File: src/rtl/ptw_pkg.sv
package ptw_pkg;

    localparam int NODE_SLOTS  = 16;
    localparam int SLOT_W      = $clog2(NODE_SLOTS);
    localparam int BRANCH_MAX  = 6;
    localparam int BR_IDX_W    = 5;

    localparam logic [1:0] NT_DECISION = 2'd2;

    localparam logic [2:0] OP_EQ   = 3'd0;
    localparam logic [2:0] OP_NE   = 3'd1;
    localparam logic [2:0] OP_LE   = 3'd2;
    localparam logic [2:0] OP_GE   = 3'd3;
    localparam logic [2:0] OP_AND  = 3'd4;
    localparam logic [2:0] OP_NAND = 3'd5;

    typedef struct packed {
        logic [7:0]  spare_hi;
        logic [11:0] result;
        logic [1:0]  spare_lo;
        logic [1:0]  srch_store;
        logic [1:0]  byte_sel;
        logic [1:0]  ext_sel;
        logic        len_store;
        logic        last;
        logic [1:0]  ntype;
    } node_hdr_t;

    typedef struct packed {
        logic [2:0]  spare;
        logic [4:0]  nxt_branch;
        logic [8:0]  nxt_node;
        logic [2:0]  op;
        logic        relative;
        logic        backward;
        logic [8:0]  ptr;
        logic        valid;
    } br_ctl_t;

    typedef struct packed {
        logic [15:0] mask;
        logic [15:0] data;
    } br_cmp_t;

    typedef enum logic [2:0] {
        S_IDLE, S_HDR, S_HDRW, S_PLO, S_BRA, S_BRB, S_BRC
    } walk_state_t;

    function automatic logic masked_hit(input logic [2:0] op,
                                        input logic [15:0] word,
                                        input logic [15:0] data,
                                        input logic [15:0] mask);
        logic [15:0] a, b;
        a = word & ~mask;
        b = data & ~mask;
        case (op)
            OP_EQ:   return a == b;
            OP_NE:   return a != b;
            OP_LE:   return a <= b;
            OP_GE:   return a >= b;
            OP_AND:  return (a & b) != 16'd0;
            OP_NAND: return (a & b) == 16'd0;
            default: return 1'b0;
        endcase
    endfunction

endpackage

File: src/rtl/ptw_match.sv
module ptw_match
    import ptw_pkg::*;
(
    input  br_ctl_t     ctl,
    input  br_cmp_t     cmp,
    input  logic [15:0] word,
    output logic        hit
);
    always_comb begin
        hit = ctl.valid && masked_hit(ctl.op, word, cmp.data, cmp.mask);
    end
endmodule

File: src/rtl/ptw_jump.sv
module ptw_jump #(
    parameter int OFF_W = 9
) (
    input  logic [OFF_W-1:0] cur_off,
    input  logic [8:0]       ptr,
    input  logic             backward,
    input  logic             relative,
    output logic [OFF_W-1:0] nxt_off
);
    logic [OFF_W-1:0] step;
    assign step = OFF_W'(ptr);

    always_comb begin
        if (!relative)
            nxt_off = step;
        else if (backward)
            nxt_off = cur_off - step;
        else
            nxt_off = cur_off + step;
    end
endmodule

File: src/rtl/ptw_visit_ctr.sv
module ptw_visit_ctr #(
    parameter int MAX_VISITS = 64
) (
    input  logic clk,
    input  logic rst,
    input  logic clear,
    input  logic incr,
    output logic at_limit
);
    localparam int CNT_W = $clog2(MAX_VISITS + 1);
    logic [CNT_W-1:0] cnt_q;

    always_ff @(posedge clk) begin
        if (rst || clear)
            cnt_q <= '0;
        else if (incr && cnt_q != CNT_W'(MAX_VISITS))
            cnt_q <= cnt_q + CNT_W'(1);
    end

    assign at_limit = (cnt_q == CNT_W'(MAX_VISITS));
endmodule

File: src/rtl/ptw_walker.sv
module ptw_walker
    import ptw_pkg::*;
#(
    parameter int NODE_W     = 14,
    parameter int OFF_W      = 9,
    parameter int PKT_AW     = 8,
    parameter int MAX_VISITS = 64,
    localparam int NADDR_W   = NODE_W + SLOT_W
) (
    input  logic               clk,
    input  logic               rst,
    input  logic               start,
    input  logic [NODE_W-1:0]  cfg_start_node,
    input  logic [OFF_W-1:0]   cfg_start_off,
    output logic               node_rd_en,
    output logic [NADDR_W-1:0] node_rd_addr,
    input  logic [31:0]        node_rd_data,
    output logic               pkt_rd_en,
    output logic [PKT_AW-1:0]  pkt_rd_addr,
    input  logic [7:0]         pkt_rd_data,
    output logic               busy,
    output logic               done,
    output logic [11:0]        result_ptr,
    output logic               walk_err
);
    walk_state_t           state_q;
    logic [NODE_W-1:0]     node_q;
    logic [OFF_W-1:0]      off_q;
    logic [BR_IDX_W-1:0]   br_q;
    node_hdr_t             hdr_q;
    br_ctl_t               ctl_q;
    logic [7:0]            hi_q, lo_q;
    logic                  done_q, err_q;
    logic [11:0]           res_q;

    logic [SLOT_W-1:0]     ctl_slot, cmp_slot;
    logic [BR_IDX_W-1:0]   br_nxt;
    logic                  hit, at_limit, visit_clr, visit_inc;
    logic [OFF_W-1:0]      jump_off;
    br_cmp_t               cmp_w;

    assign ctl_slot = SLOT_W'({br_q, 1'b0}) + SLOT_W'(1);
    assign cmp_slot = SLOT_W'({br_q, 1'b0}) + SLOT_W'(2);
    assign br_nxt   = br_q + BR_IDX_W'(1);
    assign cmp_w    = br_cmp_t'(node_rd_data);

    ptw_match u_match (
        .ctl  (ctl_q),
        .cmp  (cmp_w),
        .word ({hi_q, lo_q}),
        .hit  (hit)
    );

    ptw_jump #(.OFF_W(OFF_W)) u_jump (
        .cur_off  (off_q),
        .ptr      (ctl_q.ptr),
        .backward (ctl_q.backward),
        .relative (ctl_q.relative),
        .nxt_off  (jump_off)
    );

    assign visit_clr = (state_q == S_IDLE) && start;
    assign visit_inc = (state_q == S_HDRW);

    ptw_visit_ctr #(.MAX_VISITS(MAX_VISITS)) u_visits (
        .clk      (clk),
        .rst      (rst),
        .clear    (visit_clr),
        .incr     (visit_inc),
        .at_limit (at_limit)
    );

    // memory read requests
    always_comb begin
        node_rd_en   = 1'b0;
        node_rd_addr = {node_q, SLOT_W'(0)};
        pkt_rd_en    = 1'b0;
        pkt_rd_addr  = off_q[PKT_AW-1:0];
        case (state_q)
            S_HDR: begin
                node_rd_en = 1'b1;
                pkt_rd_en  = 1'b1;
            end
            S_HDRW: begin
                pkt_rd_en   = 1'b1;
                pkt_rd_addr = off_q[PKT_AW-1:0] + PKT_AW'(1);
            end
            S_BRA: begin
                node_rd_en   = 1'b1;
                node_rd_addr = {node_q, ctl_slot};
            end
            S_BRB: begin
                node_rd_en   = 1'b1;
                node_rd_addr = {node_q, cmp_slot};
            end
            default: ;
        endcase
    end

    always_ff @(posedge clk) begin
        if (rst) begin
            state_q <= S_IDLE;
            node_q  <= '0;
            off_q   <= '0;
            br_q    <= '0;
            hdr_q   <= '0;
            ctl_q   <= '0;
            hi_q    <= '0;
            lo_q    <= '0;
            done_q  <= 1'b0;
            err_q   <= 1'b0;
            res_q   <= '0;
        end else begin
            done_q <= 1'b0;
            case (state_q)
                S_IDLE: if (start) begin
                    node_q  <= cfg_start_node;
                    off_q   <= cfg_start_off;
                    br_q    <= '0;
                    state_q <= S_HDR;
                end
                S_HDR: state_q <= S_HDRW;
                S_HDRW: begin
                    hdr_q   <= node_hdr_t'(node_rd_data);
                    hi_q    <= pkt_rd_data;
                    state_q <= S_PLO;
                end
                S_PLO: begin
                    lo_q <= pkt_rd_data;
                    if (hdr_q.ntype != NT_DECISION) begin
                        res_q   <= hdr_q.result;
                        err_q   <= 1'b1;
                        done_q  <= 1'b1;
                        state_q <= S_IDLE;
                    end else if (hdr_q.last ||
                                 br_q >= BR_IDX_W'(BRANCH_MAX)) begin
                        res_q   <= hdr_q.result;
                        err_q   <= 1'b0;
                        done_q  <= 1'b1;
                        state_q <= S_IDLE;
                    end else begin
                        state_q <= S_BRA;
                    end
                end
                S_BRA: state_q <= S_BRB;
                S_BRB: begin
                    ctl_q   <= br_ctl_t'(node_rd_data);
                    state_q <= S_BRC;
                end
                S_BRC: begin
                    if (hit) begin
                        if (at_limit) begin
                            res_q   <= hdr_q.result;
                            err_q   <= 1'b1;
                            done_q  <= 1'b1;
                            state_q <= S_IDLE;
                        end else begin
                            off_q   <= jump_off;
                            node_q  <= NODE_W'(ctl_q.nxt_node);
                            br_q    <= ctl_q.nxt_branch;
                            state_q <= S_HDR;
                        end
                    end else if (br_nxt >= BR_IDX_W'(BRANCH_MAX)) begin
                        res_q   <= hdr_q.result;
                        err_q   <= 1'b0;
                        done_q  <= 1'b1;
                        state_q <= S_IDLE;
                    end else begin
                        br_q    <= br_nxt;
                        state_q <= S_BRA;
                    end
                end
                default: state_q <= S_IDLE;
            endcase
        end
    end

    assign busy       = (state_q != S_IDLE);
    assign done       = done_q;
    assign result_ptr = res_q;
    assign walk_err   = err_q;

endmodule

File: config.mk
export PLATFORM = sky130hd
export DESIGN_NAME = ptw_walker
export DESIGN_NICKNAME = d
export VERILOG_FILES = /design/src/rtl/ptw_pkg.sv /design/src/rtl/ptw_match.sv /design/src/rtl/ptw_jump.sv /design/src/rtl/ptw_visit_ctr.sv /design/src/rtl/ptw_walker.sv
export SDC_FILE = /design/constraint.sdc
export NUM_CORES = 1
export LEC_CHECK = 0
export ABC_AREA = 1
export BUFFER_PORTS_ARGS = -buffer_cell sky130_fd_sc_hd__buf_2
export CORE_MARGIN = 8
export CORE_UTILIZATION = 33
export DETAILED_ROUTE_END_ITERATION = 7
export SYNTH_ARGS = -nofsm -noshare
export SYNTH_HDL_FRONTEND = slang
export SYNTH_HIERARCHICAL = 1
export SYNTH_SLANG_ARGS = --single-unit
export TNS_END_PERCENT = 100
File: constraint.sdc
create_clock -name clk -period 3.6 [get_ports clk]
set_input_delay 0.18 -clock clk [delete_from_list [all_inputs] [get_ports clk]]
set_output_delay 0.18 -clock clk [all_outputs]
set_load 0.01 [all_outputs]
==> results of run 1 <==
[area by class of cell]
type	count	area, sq um
well taps	234	293
clock inverters	7	106
repair buffers	115	596
inverters	119	448
clock buffers	9	225
fillers	2065	11400
flip-flops and latches	110	2200
multi-input cells	682	3510
[flip-flops by register name, indices dropped and copies added (netlist names)]
signal / cells
br_q: 5
ctl_q: 28
done: 1
hdr_q: 15
hi_q: 8
lo_q: 8
node_q: 14
off_q: 8
result_ptr: 12
state_q: 3
u_visits/cnt_q: 7
walk_err: 1
[power by group through the flow]
| stage | Sequential, mW | Combinational (mW) | Clock [mW] |
|---|---|---|---|
| detailed placement | 1.38 | 0.587 | 0 |
| finish | 1.35 | 0.585 | 1.12 |
| floorplan | 1.37 | 0.390 | 0 |
| global placement | 1.38 | 0.582 | 0 |
| CTS | 1.35 | 0.589 | 1.14 |
| global route | 1.36 | 0.668 | 1.18 |
[worst max path at each step]
stage          cells past startpoint  slack, ns       endpoint
6_report                          19       0.54  result_ptr[5]
5_1_grt                           20       0.13  result_ptr[1]
4_1_cts                           19       0.55  result_ptr[5]
3_5_place_dp                      23       0.48  result_ptr[5]
3_3_place_gp                      24       0.53       walk_err
2_1_floorplan                     18       1.13       walk_err
[routing by layer]
metal	routed length [microns]	part of all wire (%)
met5	8	0.045
met4	250	1.4
met3	968	5.5
met2	7630	43
met1	8830	50
[per-stage QoR]
stage / util, % / hold slack (ns) / setup slack [ns] / cells / power (mW)
after floorplan: - / 0.315 / 1.13 / 947 / 1.76
after global placement: 37.6 / 0.419 / 0.528 / 1260 / 1.96
after detailed placement: 37.6 / 0.425 / 0.476 / 1260 / 1.96
after CTS: 39.3 / 0.0432 / 0.548 / 1276 / 3.08
after global routing: 39.3 / 0.0593 / 0.127 / 1276 / 3.21
final: 39.3 / 0.0563 / 0.540 / 1276 / 3.05
[worst max-delay path, cell delays in order, from the launching register on]
cell	delay, ns
dfxtp_1	0.34
inv_1	0.04
nor2_1	0.14
ha_1	0.27
a21o_1	0.18
nor2_1	0.12
nand2_1	0.09
nand2_1	0.08
nand2_1	0.05
a21oi_1	0.12
nor2_1	0.06
nor2_1	0.42
inv_1	0.23
nand2_1	0.15
nand2_1	0.08
nand2_1	0.08
nand2_2	0.06
nand2_2	0.24
nand2_1	0.11
a21oi_1	0.13
==> out/metrics.csv, run 1 <==
metric,value,unit
outcome,"finished, final reports clean",
cts_tree,yes,
pin_count,109,
post-dp-hpwl,13.5,mm
cts_setup_buffers,0,
critPathRequiredTime,3.89,ns
power_frac_clock,36.6,%
cts_resized,0,
hold_class,in2reg,
final_cell_mix,"214 x nor2_1, 156 x nand2_1, 110 x dfxtp_1",
rows,50,
clock_skew,0.00757,ns
synth_cells,947,
drive_gt1_share,16.0,%
crit_path_start,lo_q[7],
combPwrFrac,19.2,%
worst_pin_slew,0.717,ns
setup.worst_path.class,reg2reg,
dieArea,23900,sq um
holdPathStages,3,
cts_root_buf,clkbuf_16,
cts_hold_buf,0,
cp_max_fo,14,
path_clk_slew,0.08,ns
design_area,7380,sq um
wl_per_cell,13.9,microns
maxSlewViolCount,0,
vias_per_cell,4.73,
ir_drop,0.254,mV
setup_viol,0,
place_area,7050,sq um
htree_levels,3,
drtPass1Iterations,5,
first_global_vias,5659,
maxCapViolCount,0,
grt_max_degree,44,
drt_iter0_drc,315,
r2r-start,lo_q[7],
synth_area,6350,sq um
start_util,33.8,%
hold_violations,0,
die_x,155,microns
endpoint_kind,register,
grt.total_usage,15.0,%
cts_buffers,9,
finalSetupTns,0,ns
power.internal,2.13,mW
reg2reg_depth,19,
clk_latency,0.36,ns
slew_headroom,52.2,%
grt_pass1_wl,28.8,mm
final_common_cell,nor2_1,
min_from,pkt_rd_data[4],
gr-total-overflow,0,
post-route-min-period,3.06,ns
hold_path_end,lo_q[4],
power_frac_seq,44.2,%
timing.final.crit_share,85.0,%
antenna_cells,0,
drc,0,
antenna_found_initial,1,
grt_busiest_layer,met2,
fmax,0.327,GHz
timing.rr.end,result_ptr[5],
reg2reg_setup_slack,0.54,ns
via_count,6031,
wl,17.7,mm
pwr_density_cell,413,nW/um^2
die_h,155,microns
gp_congestion,0.883,
fin_nets,1151,
detail-route-antenna-nets,0,
switching_share,30.2,%
syn-mean-instance-area,6.71,sq um
met3_usage,3.54,%
gr-usage-met1,20.0,%
use_met2,23.5,%
p_sw,920,uW
syn_nets,1061,
startpoint_type,register,
grt_setup_unrepaired,no,
p_leak,3.54,nW
area_growth,16.3,%
core_area,18800,sq um
port-buffer-count,107,
clock_sinks,110,
ctsLongestPathBuffers,2,
worstPathArrival,3.35,ns
ys_warn_count,6,
Power figures use the tool's default switching activity.
==> run 2: changes to the inputs <==
- clock period: 3.6 -> 2.7 ns (I/O delays scaled with it)
==> run 2 against run 1 <==
Setup slack got worse by 0.34 ns. Worst hold slack got worse by 0.041 ns. Wire length grew 2.9%. Flip-flop and latch count stayed put. Critical path depth decreased by 1. Via count rose by 2.2%. Critical path type unchanged. Largest cell class unchanged. Sequential power rose by 34%. Clock power up 21%. Register-to-register slack worse by 0.34 ns. Utilization increased by 2.4 points.
==> out/metrics.csv, run 2 (same netlist as run 1, synthesis figures left out) <==
metric,value,unit,change
wl,18.2,mm,+2.9%
maxSlewViolCount,0,,unchanged
outcome,"finished, final reports clean",,
r2r-start,hi_q[6],,
timing.rr.end,node_q[8],,
top_regs,"ctl_q x28, hdr_q x15, node_q x14",,
reg2reg_depth,18,,-1
post-route-min-period,2.50,ns,-0.557 ns
hold_class,in2reg,,
setup_viol,0,,unchanged
timing.final.crit_share,92.7,%,+7.7 points
final_cells,1298,,+1.7%
antenna_cells,0,,unchanged
clock_skew,0.00742,ns,-0.000144 ns
drtPass1Iterations,5,,unchanged
grt.total_usage,14.7,%,-0.27 points
fin_ws,0.198,ns,-0.343 ns
rows,50,,unchanged
gr-total-overflow,0,,unchanged
hold_violations,0,,unchanged
pin_count,109,,unchanged
clk_latency,0.36,ns,about the same
start_util,33.8,%,unchanged
ir_drop,0.373,mV,+47%
detail-route-antenna-nets,0,,unchanged
cp_max_fo,8,,-6
endpoint_kind,register,,
finalSetupTns,0,ns,unchanged
hold_path_end,lo_q[0],,
slew_headroom,57.0,%,+4.9 points
grt_setup_unrepaired,yes,,
drc,0,,unchanged
critPathRequiredTime,2.96,ns,-0.93 ns
startpoint_type,register,,
holdPathStages,3,,unchanged
design_area,7830,sq um,+6.0%
cts_root_buf,clkbuf_16,,
place_area,7170,sq um,+1.7%
regMostFlops,ctl_q,,
combPwrFrac,21.3,%,+2.1 points
largest_reg_flops,28,,unchanged
first_global_vias,5572,,-1.5%
switching_share,31.6,%,+1.4 points
drive_gt1_share,23.5,%,+7.5 points
setup.worst_path.class,reg2reg,,
die_h,155,microns,unchanged
dp.cells,1276,,+1.3%
path_clk_slew,0.08,ns,about the same
pwr_density_cell,514,nW/um^2,+25%
reg2reg_setup_slack,0.20,ns,-0.34 ns
clock_sinks,110,,unchanged
grt_max_degree,76,,+73%
cts_buffers,9,,unchanged
p_sw,1.27,mW,+38%
min_from,pkt_rd_data[0],,
cts_tree,yes,,
power_frac_clock,33.8,%,-2.8 points
antenna_found_initial,0,,-1
worst_pin_slew,0.644,ns,-0.0721 ns
worstPathArrival,2.76,ns,-0.59 ns
ctsLongestPathBuffers,2,,unchanged
grt_pass1_wl,28.3,mm,-1.5%
fin_util,41.7,%,+2.4 points
fin_nets,1173,,+1.9%
htree_levels,3,,unchanged
power_frac_seq,44.9,%,+0.7 points
area_growth,23.2,%,
maxCapViolCount,0,,unchanged
drt_iter0_drc,341,,+8.3%
final_common_cell,nor2_1,,
post-place-ws,-0.0138,ns,-0.490 ns
gp_congestion,0.850,,-3.8%
core_area,18800,sq um,unchanged
power.internal,2.75,mW,+29%
cts_hold_buf,0,,unchanged
vias_per_cell,4.75,,+0.47%
power,4.02,mW,+32%
final_cell_mix,"196 x nor2_1, 147 x nand2_1, 107 x buf_2",,
p_leak,3.68,nW,+3.7%
fmax,0.400,GHz,+22%
via_count,6164,,+2.2%
final.fill_count,1968,,-4.7%
port-buffer-count,107,,unchanged
dieArea,23900,sq um,unchanged
die_x,155,microns,unchanged
post-dp-hpwl,13.8,mm,+2.0%
wl_per_cell,14.0,microns,+1.2%
timing.hold.ws,0.0156,ns,-0.0407 ns
## run 2: cell types whose count changed in the layout (fill, tap and decap cells not counted), moves of 8 or more
| cell | previous run | this run |
|---|---|---|
| inv_1 | 107 | 99 |
| nand3_2 | 3 | 11 |
| buf_4 | 8 | 24 |
| dfxtp_1 | 110 | 101 |
| nor2_2 | 6 | 16 |
| dfxtp_2 | 0 | 9 |
| nor2_1 | 214 | 196 |
| nor2_4 | 2 | 10 |
| inv_2 | 7 | 15 |
| nand2_1 | 156 | 147 |
| nand3_1 | 39 | 31 |
## run 2: power groups by stage
stage	sequential, mW	combinational, mW	clock, mW
after CTS	1.80	0.796	1.38
after floorplan	1.83	0.520	0
after detailed placement	1.84	0.793	0
after global placement	1.84	0.784	0
after global routing	1.82	0.972	1.46
final	1.81	0.858	1.36
## run 2: critical path, cell delays in order, from the launching register on
cell     delay, ns
dfxtp_1       0.33
inv_1         0.04
nor2_1        0.14
ha_1          0.26
nand2_2       0.10
nor2_4        0.04
buf_4         0.12
a21oi_2       0.15
nand2_1       0.09
a21oi_2       0.15
nor2_2        0.07
nor2_4        0.11
buf_4         0.16
nor2_4        0.04
inv_2         0.08
nand2_4       0.10
buf_4         0.17
o21ai_1       0.17
nor2_1        0.05
## run 2: worst max path at each step
| stage | to | cells after the start | startpoint | slack [ns] |
|---|---|---|---|---|
| floorplan | walk_err | 18 | hi_q[7] | 0.23 |
| global route | br_q[3] | 23 | hi_q[6] | -0.04 |
| finish | node_q[8] | 18 | hi_q[6] | 0.20 |
| CTS | off_q[6] | 18 | hi_q[7] | 0.03 |
| detailed placement | walk_err | 19 | hi_q[7] | -0.01 |
| global placement | result_ptr[2] | 18 | hi_q[5] | 0.02 |
## run 2: what timing repair did
| item | in CTS | in global routing |
|---|---|---|
| resized for setup | 1 | 83 |
| setup buffers | 0 | 4 |
| setup endpoints to repair | 6 | 41 |
| pin swaps | 0 | 17 |
| cloned | 0 | 2 |
## run 2: layout make-up
cell class / count / area (sq um) / area share [%]
clock buffers: 11 / 253 / 3.23
clock inverters: 5 / 48.8 / 0.624
repair buffers: 136 / 790 / 10.1
flip-flops and latches: 110 / 2210 / 28.3
well taps: 234 / 293 / 3.74
multi-input cells: 683 / 3780 / 48.3
inverters: 119 / 449 / 5.74
## run 2: per-layer routing
metal | vias to the layer above | routed length (microns) | global-route usage (%)
met3 | 23 | 1060 | 3.87
met4 | 0 | 301 | 3.78
li1 | 3212 | - | -
met2 | 155 | 7930 | 22.6
met1 | 2774 | 8920 | 20.0
met5 | - | 0 | 0
==> run 3: changes to the inputs <==
- CTS_BUF_LIST: unset -> sky130_fd_sc_hd__clkbuf_8
==> run 3 against run 2 <==
Final cell count rose by 1.9%. Flip-flop and latch count is the same. Worst hold slack improved by 0.0068 ns. Sequential share of layout area decreased by 0.64 points. Register-to-register slack worse by 0.06 ns. Setup slack got worse by 0.059 ns. Sequential power is essentially flat. Die area stayed put. Critical path type unchanged. Critical endpoint is now result_ptr[7]. Highest routed layer unchanged.
==> out/metrics.csv, run 3 (same netlist as run 1, synthesis figures left out) <==
metric,value,unit,change
drt_iter0_drc,315,,-7.6%
top_regs,"ctl_q x28, hdr_q x15, node_q x14",,
antenna_found_initial,0,,unchanged
maxCapViolCount,0,,unchanged
pwr_density_cell,466,nW/um^2,-9.3%
startpoint_type,register,,
clock_skew,0.0123,ns,+0.00490 ns
area_growth,25.9,%,
first_global_vias,5648,,+1.4%
grt_max_degree,76,,unchanged
post-route-min-period,2.56,ns,+0.0588 ns
setup_viol,0,,unchanged
path_clk_slew,0.11,ns,+0.03 ns
cp_max_fo,6,,-2
die_x,155,microns,unchanged
final_cell_mix,"197 x nor2_1, 145 x nand2_1, 107 x buf_2",,
die_h,155,microns,unchanged
dp.cells,1276,,unchanged
slew_headroom,55.8,%,-1.2 points
gp_congestion,0.850,,unchanged
post-dp-hpwl,13.8,mm,unchanged
drive_gt1_share,23.2,%,-0.26 points
maxSlewViolCount,0,,unchanged
dieArea,23900,sq um,unchanged
ir_drop,0.318,mV,-15%
timing.final.crit_share,94.9,%,+2.2 points
pin_count,109,,unchanged
drtPass1Iterations,4,,-1
drc,0,,unchanged
p_leak,3.75,nW,+2.1%
grt_setup_unrepaired,yes,,
detail-route-antenna-nets,0,,unchanged
regMostFlops,ctl_q,,
worstPathArrival,2.83,ns,+0.07 ns
worst_pin_slew,0.663,ns,+0.0183 ns
gr-total-overflow,0,,unchanged
fin_nets,1198,,+2.1%
wl,18.4,mm,+1.2%
endpoint_kind,register,,
hold_class,in2reg,,
port-buffer-count,107,,unchanged
ctsLongestPathBuffers,2,,unchanged
finalSetupTns,0,ns,unchanged
fmax,0.390,GHz,-2.3%
critPathRequiredTime,2.97,ns,about the same
htree_levels,3,,unchanged
vias_per_cell,4.71,,-0.87%
core_area,18800,sq um,unchanged
cts_root_buf,clkbuf_8,,
cts_buffers,9,,unchanged
via_count,6228,,+1.0%
final_common_cell,nor2_1,,
start_util,33.8,%,unchanged
clk_latency,0.40,ns,+0.04 ns
antenna_cells,0,,unchanged
grt_pass1_wl,28.6,mm,+1.1%
clock_sinks,110,,unchanged
grt.total_usage,14.9,%,+0.15 points
outcome,"finished, final reports clean",,
setup.worst_path.class,reg2reg,,
power,3.73,mW,-7.4%
final_cells,1323,,+1.9%
final.fill_count,1958,,-0.51%
cts_tree,yes,,
largest_reg_flops,28,,unchanged
hold_violations,0,,unchanged
rows,50,,unchanged
wl_per_cell,13.9,microns,-0.69%
[run 3: changes by cell type in the layout (fill, tap and decap cells not counted), moves of 3 or more]
cell and delta:
o21ai_0 -4, o21ai_1 +3, dlygate4sd3_1 +22, dfxtp_2 -3, nand2_4 +3, clkbuf_16 -9
clkbuf_8 +9, dfxtp_1 +3
[run 3: layout make-up]
type	count	area (sq um)	share of cell area [%]
clock inverter	5	48.8	0.611
tap	234	293	3.66
clock buffer	11	151	1.89
sequential	110	2210	27.6
multi-input combinational	683	3800	47.6
timing repair buffer	161	1040	13.0
inverter	119	449	5.62
[run 3: power breakdown]
group,total [mW],leakage [nW],switching [mW],internal (mW)
clock network,1.04,0.104,0.630,0.407
logic,0.884,2.75,0.531,0.353
registers,1.80,0.898,0.0795,1.73
[run 3: through the flow]
| step | hold WS, ns | setup slack, ns | utilization (%) | area, sq um |
|---|---|---|---|---|
| 6_report | 0.0224 | 0.139 | 42.6 | 7990 |
| 5_1_grt | 0.00902 | -0.0333 | 42.6 | 7990 |
| 4_1_cts | 0.00219 | 0.0227 | 40.5 | 7600 |
| 3_5_place_dp | 0.384 | -0.0138 | 38.2 | 7170 |
| 3_3_place_gp | 0.376 | 0.0165 | 38.2 | 7170 |
| 2_1_floorplan | 0.270 | 0.234 | - | 6350 |
[run 3: critical path, stage by stage, from the launching register on]
cell and delay (ns):
dfxtp_1 0.34, inv_1 0.05, nor2_2 0.12, ha_1 0.25
nor2_1 0.13, nand3_2 0.11, nor2_4 0.12, inv_2 0.05
buf_4 0.13, nand3_1 0.07, nand2_1 0.05, nand2_1 0.07
nor2_2 0.05, nor2_4 0.15, inv_2 0.08, nand2_2 0.08
nand2_2 0.08, nand2_4 0.10, nand2_8 0.10, clkbuf_16 0.18
nand3_1 0.06, a21oi_1 0.06
[run 3: metal layers]
metal  up-vias  GRT usage, %  routed length (microns)
met1      2794          20.1                     9130
li1       3269             -                        -
met3        18          3.20                     1050
met5         -             0                        0
met4         0          4.81                      273
met2       147          23.0                     7980
[run 3: worst paths after layout]
| kind | to | slack (ns) | cells past startpoint | startpoint |
|---|---|---|---|---|
| max | result_ptr[7] | 0.14 | 21 | lo_q[0] |
| min | ctl_q[24] | 0.02 | 3 | node_rd_data[24] |
| min reg2reg | ctl_q[19] | 0.46 | 2 | ctl_q[19] |
| max reg2reg | result_ptr[7] | 0.14 | 21 | lo_q[0] |
[run 3: what timing repair did]
action                                 CTS  global route
cloned                                   0             2
resized for setup                        1            89
pin swaps                                0            38
setup endpoints to repair                8            41
hold buffers                            22             0
endpoints found under the hold margin   26             0
buffers inserted                         0             7
